File: src/rtl/mp_seq_pkg.sv
package mp_seq_pkg;

    localparam logic [7:0] CMD_LOAD  = 8'h80;
    localparam logic [7:0] CMD_DUMMY = 8'h11;
    localparam logic [7:0] CMD_PROG  = 8'h10;
    localparam logic [7:0] CMD_MSTAT = 8'h71;

    typedef enum logic [3:0] {
        S_IDLE,
        S_LOAD_CMD,
        S_ADDR,
        S_DATA,
        S_CLOSE,
        S_WB,
        S_BUSY,
        S_ST_CMD,
        S_ST_RD,
        S_ST_CAP
    } seq_state_e;

endpackage

File: src/rtl/mp_plane_pick.sv
// Finds the lowest active plane, either overall (from_start) or above cur.
module mp_plane_pick #(
    parameter int NPL  = 4,
    parameter int PL_W = 2
) (
    input  logic [NPL-1:0]  mask,
    input  logic [PL_W-1:0] cur,
    input  logic            from_start,
    output logic [PL_W-1:0] sel,
    output logic            found
);
    always_comb begin
        sel   = '0;
        found = 1'b0;
        for (int i = NPL - 1; i >= 0; i--) begin
            if (mask[i] && (from_start || i > int'(cur))) begin
                sel   = PL_W'(i);
                found = 1'b1;
            end
        end
    end
endmodule

File: src/rtl/mp_req_check.sv
// Each active plane's block must sit in that plane; pointer-B mode is refused.
module mp_req_check #(
    parameter int NPL   = 4,
    parameter int BLK_W = 12,
    parameter int PL_W  = 2
) (
    input  logic [NPL-1:0]       mask,
    input  logic [NPL*BLK_W-1:0] blocks,
    input  logic                 ptr_b,
    output logic                 ok
);
    logic [NPL-1:0] match;

    for (genvar p = 0; p < NPL; p++) begin : g_plane
        assign match[p] = !mask[p] || (blocks[p*BLK_W +: PL_W] == PL_W'(p));
    end

    assign ok = (&match) && !ptr_b;
endmodule

File: src/rtl/mp_prog_seq.sv
module mp_prog_seq
    import mp_seq_pkg::*;
#(
    parameter int NPL        = 4,
    parameter int PAGE_BYTES = 528,
    parameter int BLK_W      = 12,
    parameter int PAGE_W     = 5,
    parameter int ROW_BYTES  = 3,
    parameter int WB_CYC     = 2
) (
    input  logic                 clk,
    input  logic                 rst_n,
    input  logic                 req_valid,
    output logic                 req_ready,
    input  logic [NPL-1:0]       req_mask,
    input  logic [NPL*BLK_W-1:0] req_blocks,
    input  logic [PAGE_W-1:0]    req_page,
    input  logic                 req_ptr_b,
    input  logic                 s_valid,
    input  logic [7:0]           s_data,
    output logic                 s_ready,
    output logic                 bus_cle,
    output logic                 bus_ale,
    output logic                 bus_we,
    output logic                 bus_re,
    output logic [7:0]           bus_dout,
    input  logic [7:0]           bus_din,
    input  logic                 dev_rdy,
    output logic                 done,
    output logic                 done_reject,
    output logic [NPL-1:0]       done_fail,
    output logic                 done_any_fail
);
    localparam int PL_W  = (NPL > 1) ? $clog2(NPL) : 1;
    localparam int ACYC  = 1 + ROW_BYTES;
    localparam int ROW_W = BLK_W + PAGE_W;
    localparam int CNT_W = $clog2(PAGE_BYTES + ACYC + WB_CYC + 1);

    typedef struct packed {
        seq_state_e           st;
        logic [NPL-1:0]       mask;
        logic [NPL*BLK_W-1:0] blks;
        logic [PAGE_W-1:0]    page;
        logic [PL_W-1:0]      cur;
        logic [CNT_W-1:0]     cnt;
        logic                 cle;
        logic                 ale;
        logic                 we;
        logic                 re;
        logic [7:0]           dout;
        logic                 done;
        logic                 rej;
        logic [NPL-1:0]       fail;
        logic                 anyf;
    } regs_t;

    regs_t q, d;

    logic                 req_ok;
    logic [PL_W-1:0]      first_pl;
    logic                 first_found;
    logic [PL_W-1:0]      next_pl;
    logic                 next_found;
    logic [BLK_W-1:0]     cur_blk;
    logic [ROW_BYTES*8-1:0] row_ext;
    logic [7:0]           addr_byte;

    mp_req_check #(.NPL(NPL), .BLK_W(BLK_W), .PL_W(PL_W)) req_chk_i (
        .mask   (req_mask),
        .blocks (req_blocks),
        .ptr_b  (req_ptr_b),
        .ok     (req_ok)
    );

    mp_plane_pick #(.NPL(NPL), .PL_W(PL_W)) pick_first_i (
        .mask       (req_mask),
        .cur        ('0),
        .from_start (1'b1),
        .sel        (first_pl),
        .found      (first_found)
    );

    mp_plane_pick #(.NPL(NPL), .PL_W(PL_W)) pick_next_i (
        .mask       (q.mask),
        .cur        (q.cur),
        .from_start (1'b0),
        .sel        (next_pl),
        .found      (next_found)
    );

    // Row address: block above page, zero-padded to whole bytes.
    always_comb begin
        cur_blk = q.blks[q.cur*BLK_W +: BLK_W];
        row_ext = '0;
        row_ext[ROW_W-1:0] = {cur_blk, q.page};
        addr_byte = 8'h00;
        for (int b = 0; b < ROW_BYTES; b++) begin
            if (int'(q.cnt) == b + 1) addr_byte = row_ext[b*8 +: 8];
        end
    end

    assign req_ready = (q.st == S_IDLE);
    assign s_ready   = (q.st == S_DATA);

    always_comb begin
        d      = q;
        d.we   = 1'b0;
        d.cle  = 1'b0;
        d.ale  = 1'b0;
        d.re   = 1'b0;
        d.done = 1'b0;
        d.rej  = 1'b0;
        unique case (q.st)
            S_IDLE: begin
                if (req_valid) begin
                    d.mask = req_mask;
                    d.blks = req_blocks;
                    d.page = req_page;
                    d.fail = '0;
                    d.anyf = 1'b0;
                    if (req_ok && first_found) begin
                        d.cur = first_pl;
                        d.st  = S_LOAD_CMD;
                    end else begin
                        d.done = 1'b1;
                        d.rej  = 1'b1;
                    end
                end
            end
            S_LOAD_CMD: begin
                d.we   = 1'b1;
                d.cle  = 1'b1;
                d.dout = CMD_LOAD;
                d.cnt  = '0;
                d.st   = S_ADDR;
            end
            S_ADDR: begin
                d.we   = 1'b1;
                d.ale  = 1'b1;
                d.dout = addr_byte;
                if (int'(q.cnt) == ACYC - 1) begin
                    d.cnt = '0;
                    d.st  = S_DATA;
                end else begin
                    d.cnt = q.cnt + 1'b1;
                end
            end
            S_DATA: begin
                if (s_valid) begin
                    d.we   = 1'b1;
                    d.dout = s_data;
                    if (int'(q.cnt) == PAGE_BYTES - 1) begin
                        d.cnt = '0;
                        d.st  = S_CLOSE;
                    end else begin
                        d.cnt = q.cnt + 1'b1;
                    end
                end
            end
            S_CLOSE: begin
                d.we   = 1'b1;
                d.cle  = 1'b1;
                d.dout = next_found ? CMD_DUMMY : CMD_PROG;
                d.cnt  = '0;
                d.st   = S_WB;
            end
            S_WB: begin
                if (int'(q.cnt) >= WB_CYC - 1) begin
                    d.cnt = '0;
                    d.st  = S_BUSY;
                end else begin
                    d.cnt = q.cnt + 1'b1;
                end
            end
            S_BUSY: begin
                if (dev_rdy) begin
                    if (next_found) begin
                        d.cur = next_pl;
                        d.st  = S_LOAD_CMD;
                    end else begin
                        d.st  = S_ST_CMD;
                    end
                end
            end
            S_ST_CMD: begin
                d.we   = 1'b1;
                d.cle  = 1'b1;
                d.dout = CMD_MSTAT;
                d.st   = S_ST_RD;
            end
            S_ST_RD: begin
                d.re = 1'b1;
                d.st = S_ST_CAP;
            end
            S_ST_CAP: begin
                d.fail = bus_din[NPL:1];
                d.anyf = bus_din[0];
                d.done = 1'b1;
                d.st   = S_IDLE;
            end
            default: d.st = S_IDLE;
        endcase
    end

    always_ff @(posedge clk or negedge rst_n) begin
        if (!rst_n) begin
            q    <= '0;
            q.st <= S_IDLE;
        end else begin
            q    <= d;
        end
    end

    assign bus_cle       = q.cle;
    assign bus_ale       = q.ale;
    assign bus_we        = q.we;
    assign bus_re        = q.re;
    assign bus_dout      = q.dout;
    assign done          = q.done;
    assign done_reject   = q.rej;
    assign done_fail     = q.fail;
    assign done_any_fail = q.anyf;

endmodule

File: config.mk
export PLATFORM = sky130hd
export DESIGN_NAME = mp_prog_seq
export DESIGN_NICKNAME = d
export VERILOG_FILES = /design/src/rtl/mp_seq_pkg.sv /design/src/rtl/mp_plane_pick.sv /design/src/rtl/mp_req_check.sv /design/src/rtl/mp_prog_seq.sv
export SDC_FILE = /design/constraint.sdc
export NUM_CORES = 1
export LEC_CHECK = 0
export ABC_AREA = 1
export BUFFER_PORTS_ARGS = -buffer_cell sky130_fd_sc_hd__buf_2
export CAP_MARGIN = 30
export CORE_MARGIN = 1
export CORE_UTILIZATION = 55
export DETAILED_ROUTE_END_ITERATION = 8
export PLACE_DENSITY = 0.8
export SLEW_MARGIN = 20
export SYNTH_ARGS = -nofsm -noshare
export SYNTH_HDL_FRONTEND = slang
export SYNTH_SLANG_ARGS = --single-unit
File: constraint.sdc
create_clock -name clk -period 2.1 [get_ports clk]
set_input_delay 0.105 -clock clk [delete_from_list [all_inputs] [get_ports clk]]
set_output_delay 0.105 -clock clk [all_outputs]
set_load 0.01 [all_outputs]
# After elaboration in Yosys (flattened, before gate mapping)
# Index checks and enable logic that the tools add are counted.
[op_classes]
reduce_logical = 30
n_lt_le_gt_ge = 4
n_bitwise = 0
n_shift = 1
n_mux = 48
mul = 1
n_addsub = 1
div = 0
n_eq_ne = 24
[ops]
columns = ["op", "n"]
rows = [
  ["$mux 63", 1],
  ["$shiftx 48x7->12", 1],
  ["$mux 10", 4],
  ["$pmux 10 s4", 1],
  ["$pmux 8 s5", 1],
  ["$pmux 4 s9", 1],
  ["$mux 8", 4],
  ["$mux 4", 6],
  ["$mux 2", 11],
  ["$eq 10x3->1 const B", 2],
  ["$eq 4x3->1 const B", 4],
  ["$mux 1", 13],
  ["$ne 2x2->1 const B", 6],
  ["$add 10x1->10 const B", 1],
  ["$eq 10x10->1 const B", 1],
  ["$eq 10x2->1 const B", 1],
  ["$ge 10x1->1 const B", 1],
  ["$pmux 5 s2", 1],
  ["$eq 4x2->1 const B", 2],
  ["$eq 4x4->1 const B", 2],
  ["$reduce_and 2->1", 4],
  ["$mux 7", 1],
  ["$reduce_and 7->1", 1],
  ["$logic_and 1x1->1", 5],
  ["other kinds (22)", 34],
]
[word_totals]
ramBits = 0
inputBits = 79
wordCells = 124
n_memories = 0
output_inout_bits = 21
latchBits = 0
ff_bits = 92
mem_bits_ro = 0

# Longest topological paths before layout
# Gate-level depths: netlist (run 1).
[logic_depth]
depth_word = 8
mapped_depth = 13
depth_no_buf = 12

# Cells and area by module
# Synthesis (run 1) repeated with hierarchy kept, for this count alone.
[unflattened]
cells_unflattened = 676
area_unflattened_um2 = 4884.7
[by_module_without_submodules]
columns = ["mod", "seq_area_each_um2", "cells_each", "instances", "area_per_inst_um2"]
rows = [
  ["mp_prog_seq", 2302.2, 631, 1, 4673.2],
  ["mp_plane_pick", 0.0, 16, 2, 80.1],
  ["mp_req_check", 0.0, 13, 1, 51.3],
]

# Worst setup path after synthesis (run 1)
# Ideal clock, no wire load.
[synth_path]
path_kind = "register to register"
startpoint = "register q[89] (netlist bit)"
endpoint = "register q[31] (netlist bit)"
path_stages_with_launch = 7
t_required_ns = 1.975
setup_slack_ns = 0.591
period_less_slack_ns = 1.509
n_path_buf = 1
arrival_time_ns = 1.384
path_cell_list = "dfrtp_1 -> nor2_2 -> inv_2 -> nor2_8 -> nand2_4 -> buf_6 -> mux2_4"
[synth_via]
elab_chain_len = 2
[synth_rtl]
columns = ["element", "line_no", "source"]
rows = [
  ["start: declaration", "mp_prog_seq.sv:57", "regs_t q, d;"],
  ["$logic_not 4->1", "-", ""],
  ["via req_ready", "mp_prog_seq.sv:14", "output logic req_ready,"],
  ["$reduce_and 2->1 (no source line)", "-", ""],
]
# The timed path passes the listed nets, and every way through them passes these cells.
# A chain may end at the register's enable or synchronous reset.

# Worst setup path in the final report (run 1)
[layout_path]
startpoint = "register q[90] (netlist bit)"
endpoint = "register q[60] (netlist bit)"
[layout_via]
elab_chain_len = 2
[layout_rtl]
columns = ["element", "line_no", "source"]
rows = [
  ["$logic_not 4->1", "mp_prog_seq.sv:113", "unique case (q.st)"],
  ["$reduce_and 2->1 (no source line)", "-", ""],
]
# No other way between the ends.

==> results of run 1 <==
==> Yosys cell counts, types with 4 or more instances <==
| cell type | number | share of area, % |
|---|---|---|
| xor2_1 | 4 | 0.69 |
| nand3_1 | 47 | 4.7 |
| buf_4 | 13 | 1.9 |
| inv_2 | 6 | 0.45 |
| o21ai_1 | 4 | 0.40 |
| mux2_4 | 37 | 11 |
| a21oi_1 | 17 | 1.7 |
| nand2_1 | 179 | 13 |
| buf_2 | 5 | 0.50 |
| nor2_2 | 11 | 1.4 |
| ha_1 | 4 | 0.99 |
| dfrtp_1 | 91 | 45 |
| o21ai_0 | 21 | 2.1 |
| nor2_1 | 55 | 4.1 |
| a21oi_2 | 13 | 2.3 |
| inv_1 | 46 | 3.4 |
| buf_6 | 6 | 1.3 |
==> layout make-up <==
class                   instances  area share [%]
clock inverters                 7          0.9296
flip-flops and latches         91           36.00
multi-input cells             415           37.32
well taps                     108           2.136
clock buffers                   9           1.958
inverters                      53           3.184
repair buffers                162           18.47
==> how the worst max path moves through the flow <==
stage                       end  slack [ns]  cells after the start
CTS                       q[74]        0.28                      6
floorplan                 q[31]        0.59                      6
global placement          q[60]        0.34                      6
finish                    q[60]        0.24                      6
global route        bus_dout[1]        0.11                     11
detailed placement        q[74]        0.29                      6
==> where the power goes <==
| part | leakage [nW] | switching, mW | internal [mW] |
|---|---|---|---|
| logic | 2.22 | 2.17 | 1.74 |
| clock network | 0.0925 | 0.692 | 0.451 |
| registers | 1.12 | 0.479 | 2.48 |
==> tightest hold or removal path, cell delays in order <==
cell and delay, ns:
buf_2 0.09, inv_1 0.05, o21ai_0 0.09
==> through the flow <==
step / util (%) / total power, mW
after floorplan: - / 5.876
after global placement: 63.40 / 6.591
after detailed placement: 63.40 / 6.753
after CTS: 71.84 / 7.975
after global routing: 71.84 / 8.561
final: 71.84 / 8.009
==> routing by layer <==
metal  up-vias  share of wire (%)  track usage (%)
li1       2163                  -                -
met1      2090                 43            35.11
met5         -                  0                0
met4         0                3.5            14.22
met2       164                 49            46.21
met3        36                5.1            4.009
==> repair_timing <==
item | in CTS | in global routing
hold endpoints to repair | 97 | 0
gates resized for setup | 0 | 0
hold buffers | 56 | 0
==> kinds of logic after synthesis <==
group           synth area share, %
simple gates                  25.98
flops                         45.16
buf+inv                       8.015
compound gates                7.742
mux                           11.24
xor+xnor                     0.8684
fa+ha+maj                    0.9926
==> impl_metrics.csv, run 1 <==
group,metric,value,unit
final_layout,layout.cells.non_filler,845,
logic_synthesis,synth_ff_type,"dfrtp_1",
logic_synthesis,synth_seq_area_share,45.16,%
logic_synthesis,synth_cell_types,38,
critical_path,cp_cell_sequence,"nor2_1 -> inv_2 -> nor2_8 -> nand2_4 -> buf_12 -> mux2_4",
critical_path,cp_max_fo,24,
floorplan,dieArea,9555,µm²
final_layout,diodes,0,
placement,globalplace.congestion,0.8712,
final_layout,largest_reg_flops,72,
final_layout,final_cell_area,6326,µm²
critical_path,cp-startpoint,"q[90]",
timing,rsz0062_at_grt,"no",
placement,io_buffers,96,
detailed_routing,drcViolationCount,16,
detailed_routing,final_antenna_net_count,0,
pwr,leakage,3.427,nW
timing,period_share,88.69,%
final_layout,nets,815,
global_route,antenna_found_initial,0,
timing,layout_setup_ws,0.2375,ns
logic_synthesis,synth_cells,586,
cts,htreeDepth,3,
critical_path,rr_startpoint,"q[90]",
floorplan,fp.dieH,97.75,µm
detailed_routing,vias,4453,
final_layout,area_growth,25.46,%
critical_path,crit_type,"reg -> reg",
global_route,grt_max_degree,50,
global_route,grt_pass1_wl,20890,µm
critical_path,cp_num_buf_inv,2,
critical_path,endpoint_kind,"flop",
critical_path,required,2.36,ns
floorplan,die_w,97.75,µm
logic_synthesis,synth_edf_count,0,
cts,clock_latency,0.38,ns
logic_synthesis,yosysWarnings,0,
critical_path,rrSetupSlack,0.24,ns
worst_hold_path,hold-path-endpoint,"q[48]",
global_route,grt_overflow_total,0,
timing,whs,0.003256,ns
timing,finalSetupTns,0,ns
global_route,track_usage,27.61,%
global_route,grt_pass1_vias,4514,
critical_path,reg2reg_depth,6,
timing,relSlewSlack,62.07,%
critical_path,crit_family,"simple AND/OR/NAND/NOR gates",
final_layout,layout_common_cells,"nand2_1 (179), buf_2 (95), dfrtp_1 (91), dlygate4sd3_1 (56), nor2_1 (55)",
final_layout,multi_input_area,2361,µm²
logic_synthesis,synth-seq-cells,91,
critical_path,cp.arrival,2.13,ns
final_layout,layout_commonest_cell,"nand2_1",
floorplan,core,8806,µm²
timing,fin_skew,0.01863,ns
critical_path,startpoint_type,"flop",
job,maxCapViolations,0,
cts,clk_path_buf_depth,2,
outcome,status,"finished with violations",
detailed_routing,wl,12420,µm
final_layout,register_area,2277,µm²
worst_hold_path,hp-start,"req_blocks[12]",
placement,place_area,5583,µm²
cts,cts_made_buffers,9,
cts,cts_tree,"built",
logic_synthesis,avgSynthCellArea,8.605,µm²
timing,worst_pin_slew,0.5690,ns
logic_synthesis,synth_fp_nets,669,
timing,layout_min_cycle_time,1.862,ns
worst_hold_path,whs_path_depth,3,
logic_synthesis,synthArstFlopShare,100.0,%
timing,setup-violations-final,0,
detailed_routing,dr.first_iter.drc_count,284,
timing,finalHoldViolCount,0,
worst_hold_path,hold_path.class,"in -> reg",
final_layout,final_layout_size_suffix_gt1_share,27.54,%
cts,cts-root-buf,"clkbuf_8",
critical_path,r2r_end,"q[60]",
cts,clk_pin_slew,0.10,ns
detailed_routing,wl_per_cell,14.70,µm
logic_synthesis,syn-cell-area,5042,µm²
outcome,violations,"DRC",
placement,place_ws,0.2874,ns
pwr,p_per_area,1266,nW/µm²
floorplan,ios,100,
detailed_routing,firstDrtPassIters,8,
final_layout,top_register,"q",
pwr,irDropWorstVdd,0.7182,mV
cts,cts_sinks,91,
cts,post_cts_buffers,0,
floorplan,start_util,57.26,%
floorplan,num_rows,34,
detailed_routing,via_per_inst,5.270,
critical_path,cpMaxStageDelayCell,"dfrtp_1",
final_layout,n_fill_cell,624,
placement,hpwl,8579,µm
placement,dpl.cell_count,773,
critical_path,cpPeakStageDelay,0.42,ns
timing,max_freq,536.9,MHz
timing,slew_violations,0,
No activity file was read; power rests on OpenSTA's default activity.
==> run 2: changes to the inputs <==
- clock period: 2.1 -> 1.8 ns (I/O delays scaled with it)
==> run 2 against run 1 <==
The run still ends with DRC left. Critical path depth is 1 lower. Worst hold slack better by 0.0053 ns. Core utilization is 1.3 points higher. Clock power is 21% higher. Die area stayed put. Combinational power is 23% higher. Via count is 4.5% higher. Highest routed layer unchanged. Sequential share of layout area is 0.66 points lower. Sequential power is 17% higher. Clock skew is 0.0034 ns lower.
==> impl_metrics.csv, run 2 (synthesis results as in run 1) <==
group,metric,value,unit
critical_path,rrSetupSlack,0.12,ns
critical_path,cp_max_fo,9,
floorplan,core,8806,µm²
cts,htreeDepth,3,
global_route,antenna_found_initial,0,
final_layout,n_fill_cell,609,
cts,cts_made_buffers,9,
timing,layout_setup_ws,0.1195,ns
global_route,track_usage,29.20,%
detailed_routing,drcViolationCount,16,
timing,finalSetupTns,0,ns
floorplan,ios,100,
timing,period_share,93.36,%
pwr,p_int,5.607,mW
global_route,grt_pass1_wl,22000,µm
critical_path,endpoint_kind,"output pin",
pwr,irDropWorstVdd,0.8131,mV
cts,clock_latency,0.38,ns
placement,hpwl,8617,µm
critical_path,cp.arrival,1.59,ns
timing,max_freq,595.1,MHz
floorplan,die_w,97.75,µm
timing,worst_pin_slew,0.5399,ns
detailed_routing,via_per_inst,5.437,
placement,globalplace.congestion,0.9182,
pwr,pwr-share-clk,14.4,%
final_layout,final_layout_size_suffix_gt1_share,29.14,%
worst_hold_path,hold_path.class,"in -> reg",
floorplan,dieArea,9555,µm²
critical_path,reg2reg_depth,6,
global_route,grt_max_degree,43,
detailed_routing,vias,4654,
timing,slew_violations,0,
timing,setup-violations-final,0,
pwr,power_switching,4.005,mW
global_route,grt_overflow_total,0,
cts,cts-root-buf,"clkbuf_8",
timing,layout_min_cycle_time,1.681,ns
placement,place_ws,0.08153,ns
detailed_routing,firstDrtPassIters,7,
cts,cts_sinks,91,
floorplan,num_rows,34,
detailed_routing,final_antenna_net_count,0,
timing,fin_skew,0.01526,ns
pwr,seqPwrFrac,35.9,%
final_layout,layout_commonest_cell,"nand2_1",
outcome,violations,"DRC",
pwr,combPwrFrac,49.7,%
final_layout,top_register,"q",
timing,whs,0.008584,ns
worst_hold_path,hold-path-endpoint,"q[61]",
floorplan,start_util,57.26,%
critical_path,r2r_end,"q[32]",
pwr,swShare,41.67,%
global_route,grt_pass1_vias,4785,
pwr,leakage,3.485,nW
job,maxCapViolations,0,
detailed_routing,wl_per_cell,15.45,µm
critical_path,crit_type,"reg -> out",
worst_hold_path,whs_path_depth,3,
timing,relSlewSlack,64.01,%
final_layout,register_area,2277,µm²
pwr,p_per_area,1491,nW/µm²
detailed_routing,dr.first_iter.drc_count,296,
cts,clk_path_buf_depth,2,
floorplan,fp.dieH,97.75,µm
final_layout,area_growth,27.82,%
critical_path,startpoint_type,"flop",
final_layout,multi_input_area,2394,µm²
critical_path,rr_startpoint,"q[88]",
worst_hold_path,hp-start,"req_blocks[25]",
cts,cts_tree,"built",
final_layout,nets,826,
final_layout,diodes,0,
final_layout,layout_common_cells,"nand2_1 (177), buf_2 (95), dfrtp_1 (91), dlygate4sd3_1 (58), nor2_1 (53)",
timing,finalHoldViolCount,0,
final_layout,largest_reg_flops,72,
placement,io_buffers,96,
outcome,status,"finished with violations",
cts,clk_pin_slew,0.09,ns
detailed_routing,wl,13230,µm
critical_path,required,1.71,ns
## run 2: changes by cell type in the layout (fill, tap and decap cells not counted), sizes merged
cell	delta
buf	+9
clkbuf	+2
clkinv	-1
dlygate4sd3	+2
inv	-1
## run 2: final cells by class
class                      instances  area share (%)
sequential                        91           35.33
multi-input combinational        415           37.14
tap                              108           2.097
clock buffer                      11           2.349
inverter                          53           3.126
clock inverter                     5          0.6601
timing repair buffer             173           19.30
## run 2: worst max-delay path by stage
stage | end | from | slack (ns) | depth (start not counted)
floorplan | q[31] | q[89] | 0.29 | 6
global placement | q[19] | q[90] | 0.14 | 8
detailed placement | q[20] | q[90] | 0.08 | 8
CTS | s_ready | q[90] | 0.06 | 5
global route | q[89] | q[25] | -0.01 | 10
finish | s_ready | q[90] | 0.12 | 5
## run 2: power groups by stage
stage                     clock [mW]  combinational [mW]  sequential [mW]
after floorplan                    0                3.56             3.30
after global placement             0                4.35             3.40
after detailed placement           0                4.52             3.43
after CTS                       1.38                4.64             3.40
after global routing            1.50                5.26             3.53
final                           1.38                4.78             3.45
## run 2: per-layer routing
layer  GRT usage (%)  vias to the layer above  part of all wire [%]
met4           14.92                        0                   4.2
met1           36.67                     2223                    41
met2           48.66                      199                    49
met5               0                        -                     0
li1                -                     2180                     -
met3           5.225                       52                   5.8
## run 2: metrics by stage
| stage | cell area [µm²] | cells | util, % | power [mW] |
|---|---|---|---|---|
| after floorplan | 5042 | 586 | - | 6.856 |
| after global placement | 5630 | 781 | 63.94 | 7.756 |
| after detailed placement | 5630 | 781 | 63.94 | 7.946 |
| after CTS | 6400 | 854 | 72.68 | 9.419 |
| after global routing | 6445 | 856 | 73.19 | 10.29 |
| final | 6445 | 856 | 73.19 | 9.611 |
## run 2: repair_timing
| action | CTS | global route |
|---|---|---|
| hold buffers | 57 | 1 |
| hold endpoints to repair | 92 | 1 |
| buffers inserted | 0 | 1 |
| endpoints found under the setup margin | 1 | 54 |
| pin swaps | 0 | 1 |
| gates resized for setup | 1 | 9 |
## run 2: critical path, cell delays in order (launching register included)
cell	delay [ns]
dfrtp_1	0.44
nor2_2	0.17
inv_2	0.11
nor2_4	0.17
buf_4	0.19
buf_2	0.14
